===== config.mk =====
export PLATFORM = sky130hd
export DESIGN_NAME = intc_cmd_decoder
export DESIGN_NICKNAME = d
export VERILOG_FILES = /design/src/rtl/intc_cmd_pkg.sv /design/src/rtl/intc_setup_seq.sv /design/src/rtl/intc_cmd_dec.sv /design/src/rtl/intc_read_port.sv /design/src/rtl/intc_cmd_decoder.sv
export SDC_FILE = /design/constraint.sdc
export NUM_CORES = 1
export LEC_CHECK = 0
export ABC_AREA = 1
export ABC_CLOCK_PERIOD_IN_PS = 1210
export BUFFER_PORTS_ARGS = -buffer_cell sky130_fd_sc_hd__clkbuf_2
export CAP_MARGIN = 20
export CORE_MARGIN = 10
export CORE_UTILIZATION = 40
export DETAILED_ROUTE_END_ITERATION = 16
export PLACE_DENSITY = 0.74
export SLEW_MARGIN = 15
export SYNTH_ARGS = -nofsm -noshare
export SYNTH_HDL_FRONTEND = slang
export SYNTH_SLANG_ARGS = --single-unit

===== constraint.sdc =====
create_clock -name clk -period 1.21 [get_ports clk]
set_input_delay 0.121 -clock clk [delete_from_list [all_inputs] [get_ports clk]]
set_output_delay 0.121 -clock clk [all_outputs]
set_load 0.005 [all_outputs]

===== src/rtl/intc_cmd_pkg.sv =====
package intc_cmd_pkg;
  localparam int DW      = 8;
  localparam int NLINES  = 8;
  localparam int LW      = $clog2(NLINES);
  localparam int CODE_W  = 3;
  localparam logic [DW-1:0] VBASE_MASK = {DW{1'b1}} << LW;

  // bit positions that classify a byte written to address 0
  localparam int B_SETUP = 4;
  localparam int B_RSEL  = 3;

  typedef enum logic [1:0] {
    PH_READY, PH_BASE, PH_CASC, PH_MODE
  } setup_ph_e;

  typedef enum logic [CODE_W-1:0] {
    OP_ROT_CLR    = 3'd0,
    OP_NS_EOI     = 3'd1,
    OP_NOP        = 3'd2,
    OP_SP_EOI     = 3'd3,
    OP_ROT_SET    = 3'd4,
    OP_NS_EOI_ROT = 3'd5,
    OP_SET_PRI    = 3'd6,
    OP_SP_EOI_ROT = 3'd7
  } pri_op_e;
endpackage


===== src/rtl/intc_setup_seq.sv =====
module intc_setup_seq
  import intc_cmd_pkg::*;
(
  input  logic          clk,
  input  logic          rst_n,
  input  logic          wr_lo,
  input  logic          wr_hi,
  input  logic [DW-1:0] wdata,
  output logic          init_clr,
  output logic          busy,
  output logic          cascade,
  output logic          nest_mode,
  output logic          auto_eoi,
  output logic [DW-1:0] vec_base,
  output logic [DW-1:0] imr
);
  setup_ph_e ph;
  logic      want_mode;
  logic      start;

  assign start = wr_lo && wdata[B_SETUP];
  assign busy  = (ph != PH_READY);

  always_ff @(posedge clk or negedge rst_n) begin
    if (!rst_n) begin
      ph        <= PH_READY;
      want_mode <= 1'b0;
      cascade   <= 1'b0;
      nest_mode <= 1'b0;
      auto_eoi  <= 1'b0;
      vec_base  <= '0;
      imr       <= '0;
      init_clr  <= 1'b0;
    end else begin
      init_clr <= start;
      if (start) begin
        ph        <= PH_BASE;
        want_mode <= wdata[0];
        cascade   <= ~wdata[1];
        imr       <= '0;
        nest_mode <= 1'b0;
        auto_eoi  <= 1'b0;
      end else if (wr_hi) begin
        case (ph)
          PH_READY: imr <= wdata;
          PH_BASE: begin
            vec_base <= wdata & VBASE_MASK;
            if (cascade)        ph <= PH_CASC;
            else if (want_mode) ph <= PH_MODE;
            else                ph <= PH_READY;
          end
          PH_CASC: ph <= want_mode ? PH_MODE : PH_READY;
          PH_MODE: begin
            nest_mode <= wdata[4];
            auto_eoi  <= wdata[1];
            ph        <= PH_READY;
          end
          default: ph <= PH_READY;
        endcase
      end
    end
  end

  a_r2_start_clears: assert property (@(posedge clk) disable iff (!rst_n)
    start |=> (init_clr && busy && imr == '0 && !nest_mode && !auto_eoi));

  a_r4_mode_word_ends: assert property (@(posedge clk) disable iff (!rst_n)
    (wr_hi && !start && ph == PH_MODE) |=> !busy);

  a_r6_mask_held_in_setup: assert property (@(posedge clk) disable iff (!rst_n)
    (busy && !start) |=> $stable(imr));
endmodule


===== src/rtl/intc_cmd_dec.sv =====
module intc_cmd_dec
  import intc_cmd_pkg::*;
(
  input  logic          clk,
  input  logic          rst_n,
  input  logic          wr_lo,
  input  logic [DW-1:0] wdata,
  input  logic          poll_take,
  output logic          rot_on_auto,
  output logic          read_isr,
  output logic          spec_mask,
  output logic          poll_req,
  output logic          eoi_ns,
  output logic          eoi_sp,
  output logic          set_pri,
  output logic          cmd_rot,
  output logic [LW-1:0] cmd_line
);
  logic    is_setup, is_rsel, is_pri;
  pri_op_e op;

  assign is_setup = wr_lo && wdata[B_SETUP];
  assign is_rsel  = wr_lo && !wdata[B_SETUP] && wdata[B_RSEL];
  assign is_pri   = wr_lo && !wdata[B_SETUP] && !wdata[B_RSEL];
  assign op       = pri_op_e'(wdata[DW-1 -: CODE_W]);

  always_ff @(posedge clk or negedge rst_n) begin
    if (!rst_n) begin
      rot_on_auto <= 1'b0;
      read_isr    <= 1'b0;
      spec_mask   <= 1'b0;
      poll_req    <= 1'b0;
      eoi_ns      <= 1'b0;
      eoi_sp      <= 1'b0;
      set_pri     <= 1'b0;
      cmd_rot     <= 1'b0;
      cmd_line    <= '0;
    end else begin
      eoi_ns  <= 1'b0;
      eoi_sp  <= 1'b0;
      set_pri <= 1'b0;
      cmd_rot <= 1'b0;
      if (poll_take) poll_req <= 1'b0;
      if (is_setup) begin
        rot_on_auto <= 1'b0;
        read_isr    <= 1'b0;
        spec_mask   <= 1'b0;
        poll_req    <= 1'b0;
      end else if (is_rsel) begin
        read_isr  <= wdata[0];
        spec_mask <= wdata[5];
        poll_req  <= wdata[2];
      end else if (is_pri) begin
        case (op)
          OP_ROT_CLR, OP_ROT_SET: rot_on_auto <= wdata[DW-1];
          OP_NS_EOI:     eoi_ns <= 1'b1;
          OP_NS_EOI_ROT: begin eoi_ns <= 1'b1; cmd_rot <= 1'b1; end
          OP_SP_EOI: begin
            eoi_sp   <= 1'b1;
            cmd_line <= wdata[LW-1:0];
          end
          OP_SP_EOI_ROT: begin
            eoi_sp   <= 1'b1;
            cmd_rot  <= 1'b1;
            cmd_line <= wdata[LW-1:0];
          end
          OP_SET_PRI: begin
            set_pri  <= 1'b1;
            cmd_line <= wdata[LW-1:0];
          end
          default: ;
        endcase
      end
    end
  end

  a_r9_one_strobe: assert property (@(posedge clk) disable iff (!rst_n)
    $onehot0({eoi_ns, eoi_sp, set_pri}));

  a_r8_nop_quiet: assert property (@(posedge clk) disable iff (!rst_n)
    (is_pri && op == OP_NOP) |=> (!eoi_ns && !eoi_sp && !set_pri && $stable(rot_on_auto)));

  a_r10_specific_line: assert property (@(posedge clk) disable iff (!rst_n)
    (is_pri && (op == OP_SP_EOI || op == OP_SP_EOI_ROT)) |=>
      (eoi_sp && cmd_line == $past(wdata[LW-1:0])));

  a_r12_poll_single_use: assert property (@(posedge clk) disable iff (!rst_n)
    (poll_take && !wr_lo) |=> !poll_req);
endmodule


===== src/rtl/intc_read_port.sv =====
module intc_read_port
  import intc_cmd_pkg::*;
(
  input  logic          clk,
  input  logic          rst_n,
  input  logic          rd_lo,
  input  logic          rd_hi,
  input  logic          poll_req,
  input  logic          read_isr,
  input  logic [DW-1:0] imr,
  input  logic [DW-1:0] irr_in,
  input  logic [DW-1:0] isr_in,
  input  logic          pend_in,
  input  logic [LW-1:0] pend_line,
  output logic [DW-1:0] rdata,
  output logic          poll_take,
  output logic          poll_ack,
  output logic [LW-1:0] poll_line
);
  logic [DW-1:0] poll_word;

  assign poll_take = rd_lo && poll_req;
  assign poll_word = pend_in ? ((DW'(1) << (DW-1)) | DW'(pend_line)) : '0;

  always_ff @(posedge clk or negedge rst_n) begin
    if (!rst_n) begin
      rdata     <= '0;
      poll_ack  <= 1'b0;
      poll_line <= '0;
    end else begin
      poll_ack <= poll_take && pend_in;
      if (poll_take && pend_in) poll_line <= pend_line;
      if (rd_hi)
        rdata <= imr;
      else if (rd_lo)
        rdata <= poll_req ? poll_word : (read_isr ? isr_in : irr_in);
    end
  end

  a_r12_ack_tagged: assert property (@(posedge clk) disable iff (!rst_n)
    poll_ack |-> (rdata[DW-1] && rdata[LW-1:0] == poll_line));

  a_r11_mask_read: assert property (@(posedge clk) disable iff (!rst_n)
    rd_hi |=> rdata == $past(imr));
endmodule


===== src/rtl/intc_cmd_decoder.sv =====
module intc_cmd_decoder
  import intc_cmd_pkg::*;
(
  input  logic          clk,
  input  logic          rst_n,
  input  logic          sel,
  input  logic          addr,
  input  logic          wr,
  input  logic          rd,
  input  logic [DW-1:0] wdata,
  output logic [DW-1:0] rdata,
  input  logic [DW-1:0] irr_in,
  input  logic [DW-1:0] isr_in,
  input  logic          pend_in,
  input  logic [LW-1:0] pend_line,
  output logic          init_clr,
  output logic          init_busy,
  output logic          cascade,
  output logic [DW-1:0] vec_base,
  output logic [DW-1:0] imr,
  output logic          nest_mode,
  output logic          auto_eoi,
  output logic          rot_on_auto,
  output logic          read_isr,
  output logic          spec_mask,
  output logic          eoi_ns,
  output logic          eoi_sp,
  output logic          set_pri,
  output logic          cmd_rot,
  output logic [LW-1:0] cmd_line,
  output logic          poll_ack,
  output logic [LW-1:0] poll_line
);
  logic wr_lo, wr_hi, rd_lo, rd_hi;
  logic poll_req, poll_take;

  assign wr_lo = sel && wr && !addr;
  assign wr_hi = sel && wr &&  addr;
  assign rd_lo = sel && rd && !addr;
  assign rd_hi = sel && rd &&  addr;

  intc_setup_seq u_setup (
    .clk       (clk),
    .rst_n     (rst_n),
    .wr_lo     (wr_lo),
    .wr_hi     (wr_hi),
    .wdata     (wdata),
    .init_clr  (init_clr),
    .busy      (init_busy),
    .cascade   (cascade),
    .nest_mode (nest_mode),
    .auto_eoi  (auto_eoi),
    .vec_base  (vec_base),
    .imr       (imr)
  );

  intc_cmd_dec u_cmd (
    .clk         (clk),
    .rst_n       (rst_n),
    .wr_lo       (wr_lo),
    .wdata       (wdata),
    .poll_take   (poll_take),
    .rot_on_auto (rot_on_auto),
    .read_isr    (read_isr),
    .spec_mask   (spec_mask),
    .poll_req    (poll_req),
    .eoi_ns      (eoi_ns),
    .eoi_sp      (eoi_sp),
    .set_pri     (set_pri),
    .cmd_rot     (cmd_rot),
    .cmd_line    (cmd_line)
  );

  intc_read_port u_read (
    .clk       (clk),
    .rst_n     (rst_n),
    .rd_lo     (rd_lo),
    .rd_hi     (rd_hi),
    .poll_req  (poll_req),
    .read_isr  (read_isr),
    .imr       (imr),
    .irr_in    (irr_in),
    .isr_in    (isr_in),
    .pend_in   (pend_in),
    .pend_line (pend_line),
    .rdata     (rdata),
    .poll_take (poll_take),
    .poll_ack  (poll_ack),
    .poll_line (poll_line)
  );

  a_r13_deselect_idle: assert property (@(posedge clk) disable iff (!rst_n)
    !sel |=> (!init_clr && !eoi_ns && !eoi_sp && !set_pri && !poll_ack &&
              $stable(imr) && $stable(rdata)));
endmodule


==> results.json, run 1 <==
{
  "grt_antenna_before_repair": 0,
  "intPower_w": 0.002736,
  "vdd.ir_drop.worst_v": 0.0008095,
  "p_sw_w": 0.001334,
  "drive_above_1_share_pct": 31.55,
  "finalMaxSlewViolations": 0,
  "die_h_microns": 90.12,
  "utilization_pct": 55.39,
  "drt-pass1-iter-count": 5,
  "leakage_nw": 1.515,
  "arrival_ns": 1.03,
  "area_growth_pct": 33.91,
  "die_area_sq_um": 8122,
  "hp-start": "wdata[6]",
  "timing.rr.start": "u_setup.ph[1]",
  "path_buf_inv": 2,
  "clkSlewWorstSetupHoldPaths_ns": 0.08,
  "port_buffers": 73,
  "yosysUniqueCellTypes": 19,
  "sw_frac_of_total_pct": 32.78,
  "finalWeightedCongestion": 0.8434,
  "fin_crit_sh_pct": 95.33,
  "power_density_nw_per_um2": 1545,
  "synth.avg_cell_area_sq_um": 8.094,
  "p_clk_share_pct": 22.0,
  "synth_top_area_share_pct": 54.71,
  "clock_latency_ns": 0.30,
  "worstPathRequired_ns": 1.09,
  "grtUsageTotal_pct": 13.63,
  "rsz0062_at_grt": "false",
  "grt_pass1_vias": 1913,
  "synth_area_sq_um": 1967,
  "cp_slowest_cell": "dfrtp_1",
  "synth_edf_count": 0,
  "viasPerCell": 4.578,
  "die-width_microns": 90.12,
  "async_flop_share_pct": 100.0,
  "drt-total-wl_mm": 5.369,
  "relSlewSlack_pct": 65.88,
  "routedWlPerCell_microns": 13.32,
  "cts.sinks": 43,
  "synth-seq-area-share_pct": 54.71,
  "ioPinCount": 77,
  "stdcell_count": 403,
  "grt_max_degree": 44,
  "antenna_left": 0,
  "grt_first_pass_wirelength_mm": 9.163,
  "antenna_cells": 0,
  "place_area_sq_um": 2475,
  "rows": 25,
  "ys_top_cells_by_area": "dfrtp_1, nand2_1, nand3_1",
  "cp_max_fo": 2,
  "grt.overflow.total": 0,
  "critPathTopFamily": "flip-flops",
  "fin_area_sq_um": 2634,
  "route.vias.total": 1845,
  "final_hold_viol_count": 0,
  "initial_core_util_pct": 41.37,
  "route.detailed.drc": 0,
  "syn_inst": 243,
  "core_area_sq_um": 4755,
  "combinationalPowerShare_pct": 28.7,
  "synthTopCellsByCount": "nand2_1, dfrtp_1, inv_1, nand3_1, o21ai_0",
  "yosys_warnings": 0,
  "crit_start": "u_setup.ph[1]",
  "synth_seq_cells": 43,
  "period_minus_slack_ns": 1.153,
  "tightest_slew_ns": 0.5100,
  "synth-main-ff-cell": "dfrtp_1",
  "cts_made_buffers": 5,
  "status": "complete, no violations",
  "htreeDepth": 2,
  "place_hpwl_mm": 4.275,
  "yosysMostFrequentCell": "nand2_1",
  "layout.nets": 369,
  "placedCellCount": 389,
  "startpoint_type": "register",
  "fillCellCount": 461,
  "setup_viol_count_final": 0,
  "timing.hold.ws_ns": 0.04113,
  "clockBufferDepth": 2,
  "min-delay-path-class": "in -> reg",
  "cts_tree": "done",
  "synth_largest_area_cell": "dfrtp_1",
  "critical_path_class": "reg -> out",
  "critPathMaxStageDelay_ns": 0.39,
  "fin_skew_ns": 0.005764,
  "maxCapViolCount": 0,
  "pwr-share-seq_pct": 49.3,
  "drt_iter0_drc": 115,
  "root_buffer": "clkbuf_8",
  "cp-end-kind": "output port",
  "tns_ns": 0,
  "fmax_ghz": 0.8670,
  "cp_cell_sequence": "inv_1 -> nand2_1 -> clkbuf_2"
}
-- final cells by class --
type	count	area, sq um	share of cell area [%]
Clock buffer	6	72.57	2.755
Clock inverter	2	12.51	0.4751
Inverter	26	97.59	3.705
Multi-Input combinational cell	170	764.5	29.03
Sequential cell	43	1077	40.90
Tap cell	67	83.83	3.183
Timing Repair Buffer	89	525.5	19.95
-- per-stage QoR --
step,setup slack (ns),total power (W)
floorplan,0.08969,0.002508
global route,0.003656,0.004372
finish,0.05655,0.004070
detailed placement,0.04609,0.003181
global placement,0.07000,0.003149
CTS,0.04663,0.004089
-- power groups by stage --
| stage | registers [W] | logic, W | clock network (W) |
|---|---|---|---|
| after global placement | 0.00203 | 0.00112 | 0 |
| after floorplan | 0.00203 | 0.000477 | 0 |
| final | 0.00201 | 0.00117 | 0.000895 |
| after CTS | 0.00201 | 0.00115 | 0.000922 |
| after global routing | 0.00206 | 0.00134 | 0.000973 |
| after detailed placement | 0.00204 | 0.00114 | 0 |
-- layout by cell type, fill, tap and decap left out, types with 2 or more instances in the layout --
cell type	netlist	layout
conb_1	1	3
nand4_1	3	3
o21ai_0	20	20
nor3_1	3	3
a21boi_0	4	4
nor2_1	11	11
buf_12	0	3
nand3_1	24	24
inv_1	24	24
nor2_4	4	4
clkbuf_2	0	73
buf_4	3	12
dfrtp_1	43	42
nand2_1	93	93
clkbuf_8	0	5
nand2_2	2	2
inv_2	2	2
-- path summary, 6_finish.rpt --
kind	end	slack, ns	cells after the start
max	init_busy	0.06	3
max reg2reg	u_setup.imr[6]	0.10	6
min reg2reg	u_cmd.cmd_line[2]	0.48	2
max in group asynchronous	u_cmd.read_isr	0.67	3
min in group asynchronous	u_setup.imr[0]	0.33	3
min	u_cmd.eoi_ns	0.04	2
-- logic make-up after synthesis --
logic type             Yosys count  share of synthesized area, %
buffers and inverters           32                         6.807
AO/OA/AOI/OAI                   25                         6.870
flip-flops                      43                         54.71
other                            1                        0.1907
AND/OR/NAND/NOR                142                         31.42
-- flip-flops by register name, indices dropped and copies added, names as in the netlist, 2 cells and up --
signal and cells:
u_setup.imr 8, u_setup.vec_base 5, u_read.poll_line 3, u_read.rdata 8, u_setup.ph 2, u_cmd.cmd_line 3
-- per-layer routing --
layer,GRT usage (%),wire length (microns),vias up
met3,5.486,437,8
met1,16.28,2437,819
li1,-,-,946
met5,0,0,-
met4,5.040,102,0
met2,21.55,2391,72
-- what timing repair did --
action                     4_1_cts  5_1_grt
setup endpoints to repair        1        9
buffers inserted                 0        5
hold buffers                     1        0
gates resized for setup          1        0
hold endpoints to repair        43        0
pin swaps                        0        1
(Power assumes the default switching activity.)
==> run 2, diff against run 1 <==
ABC_CLOCK_PERIOD_IN_PS = 1450   (was 1210)
clock period = 1.45 ns   (was 1.21 ns; I/O delays follow)
==> run 2 against run 1 <==
Effect of this change: count of clock-buffer cells in the layout unchanged; routed wire length up 1.8%; final cell count down 2.7%; first-iteration DRC count down 5.2%; sequential cell count unchanged; cell area down 4.1%; combinational power down 27%; utilization down 2.3 points; clock skew down 0.0012 ns; critical endpoint is now read_isr; largest cell class unchanged.
==> results.json, run 2 (same netlist as run 1, synthesis figures left out) <==
{
  "route.detailed.drc": 0,
  "cp_num_cells": 1,
  "critPathTopFamily": "flip-flops",
  "die-width_microns": 90.12,
  "cts_tree": "done",
  "fillCellCount": 477,
  "startpoint_type": "register",
  "vdd.ir_drop.worst_v": 0.0006141,
  "cts.sinks": 43,
  "grt_first_pass_wirelength_mm": 9.232,
  "finalWeightedCongestion": 0.8630,
  "final_hold_viol_count": 0,
  "cp_max_fo": 18,
  "sw_frac_of_total_pct": 33.46,
  "combinationalPowerShare_pct": 25.8,
  "fin_skew_ns": 0.004558,
  "leakage_nw": 1.456,
  "cp-end-kind": "output port",
  "fmax_ghz": 0.7425,
  "viasPerCell": 4.702,
  "grt_max_degree": 29,
  "grt_antenna_before_repair": 0,
  "tightest_slew_ns": 0.5517,
  "route.vias.total": 1843,
  "critPathMaxStageDelay_ns": 0.70,
  "grt.overflow.total": 0,
  "arrival_ns": 1.20,
  "antenna_left": 0,
  "cts_made_buffers": 5,
  "drt-pass1-iter-count": 4,
  "place_hpwl_mm": 4.321,
  "drt_iter0_drc": 109,
  "tns_ns": 0,
  "utilization_pct": 53.11,
  "die_h_microns": 90.12,
  "root_buffer": "clkbuf_8",
  "clockBufferDepth": 2,
  "cp_slowest_cell": "dfrtp_1",
  "ioPinCount": 77,
  "maxCapViolCount": 0,
  "intPower_w": 0.002202,
  "cp_cell_sequence": "clkbuf_2",
  "min-delay-path-class": "in -> reg",
  "port_buffers": 73,
  "drt-total-wl_mm": 5.467,
  "cts_resized": 0,
  "finalMaxSlewViolations": 0,
  "antenna_cells": 0,
  "layout_commonest_cell": "nand2_1",
  "critical_path_class": "reg -> out",
  "area_growth_pct": 28.37,
  "htreeDepth": 2,
  "fin_crit_sh_pct": 92.88,
  "routedWlPerCell_microns": 13.95,
  "setup_viol_count_final": 0,
  "period_minus_slack_ns": 1.347,
  "clkSlewWorstSetupHoldPaths_ns": 0.08,
  "relSlewSlack_pct": 63.22,
  "p_sw_w": 0.001107,
  "drive_above_1_share_pct": 28.92,
  "rows": 25,
  "power_density_nw_per_um2": 1310,
  "rsz0062_at_grt": "false",
  "whs_path_depth": 2,
  "status": "complete, no violations",
  "clock_latency_ns": 0.30,
  "crit_start": "u_cmd.read_isr",
  "die_area_sq_um": 8122,
  "p_clk_share_pct": 22.5,
  "final_cell_mix": "nand2_1, clkbuf_2, dfrtp_1",
  "grt_pass1_vias": 1894,
  "ff2ff_path_depth": 6,
  "grtUsageTotal_pct": 13.55,
  "worstPathRequired_ns": 1.31,
  "endpoint": "read_isr",
  "pwr-share-seq_pct": 51.7,
  "path_buf_inv": 1,
  "layout.nets": 358,
  "timing.rr.start": "u_setup.ph[1]",
  "r2r-end": "u_setup.imr[2]",
  "reg_top3": "u_read.rdata (8), u_setup.imr (8), u_setup.vec_base (5)",
  "initial_core_util_pct": 41.37,
  "rrSetupSlack_ns": 0.18,
  "core_area_sq_um": 4755
}
==> run 2: changes by cell type in the layout (fill, tap and decap cells not counted) <==
cell | before | now
buf_4 | 12 | 3
dfrtp_2 | 1 | 0
dfrtp_1 | 42 | 43
buf_12 | 3 | 1
==> run 2: worst reg2reg max path, delay by kind of cell, from the launching register on <==
kind / cells / cell delay, ns
buffers and inverters: 1 / 0.14
DFF: 1 / 0.42
and+or+nand+nor: 5 / 0.61
==> run 2: through the flow <==
stage / power [W] / worst slack [ns] / cells / cell area [sq um] / hold WS, ns
after floorplan: 0.002093 / 0.3297 / 245 / 1974 / -0.1506
final: 0.003309 / 0.1033 / 392 / 2525 / 0.07424
after detailed placement: 0.002609 / 0.1884 / 383 / 2430 / 0.1026
after global placement: 0.002581 / 0.2304 / 383 / 2430 / 0.09801
after global routing: 0.003571 / 0.007829 / 392 / 2525 / 0.06869
after CTS: 0.003370 / 0.07540 / 392 / 2525 / 0.05806
==> run 2: metal layers <==
layer	wire (microns)	track usage (%)
met4	70	4.642
met3	404	4.821
met1	2465	16.77
met5	0	0
met2	2526	21.31
==> run 2: worst min-delay path by stage <==
stage	from	endpoint	slack [ns]
floorplan	rst_n	u_cmd.cmd_line[0]	-0.15
global placement	rst_n	u_setup.nest_mode	0.1
detailed placement	rst_n	u_setup.nest_mode	0.10
CTS	wdata[6]	u_cmd.eoi_ns	0.06
global route	wdata[6]	u_cmd.eoi_ns	0.07
finish	wdata[6]	u_cmd.eoi_ns	0.07
==> run 2: cell type report <==
cell class                 count  area (sq um)  area share (%)
clock buffer                   6         72.57           2.874
clock inverter                 2         12.51          0.4955
inverter                      26         97.59           3.865
multi-input combinational    170         764.5           30.28
sequential                    43          1076           42.62
tap                           67         83.83           3.320
timing repair buffer          78         417.9           16.55
==> run 2: timing repair <==
item	in CTS	in global routing
setup buffers	0	0
hold endpoints to repair	15	0
hold buffers	1	0
==> run 2: power groups by stage <==
stage | registers [W] | logic [W] | clock network (W)
finish | 0.00171 | 0.000855 | 0.000745
global route | 0.00176 | 0.000996 | 0.000816
CTS | 0.00171 | 0.000887 | 0.000773
detailed placement | 0.00173 | 0.000878 | 0
global placement | 0.00172 | 0.000857 | 0
floorplan | 0.00170 | 0.000398 | 0
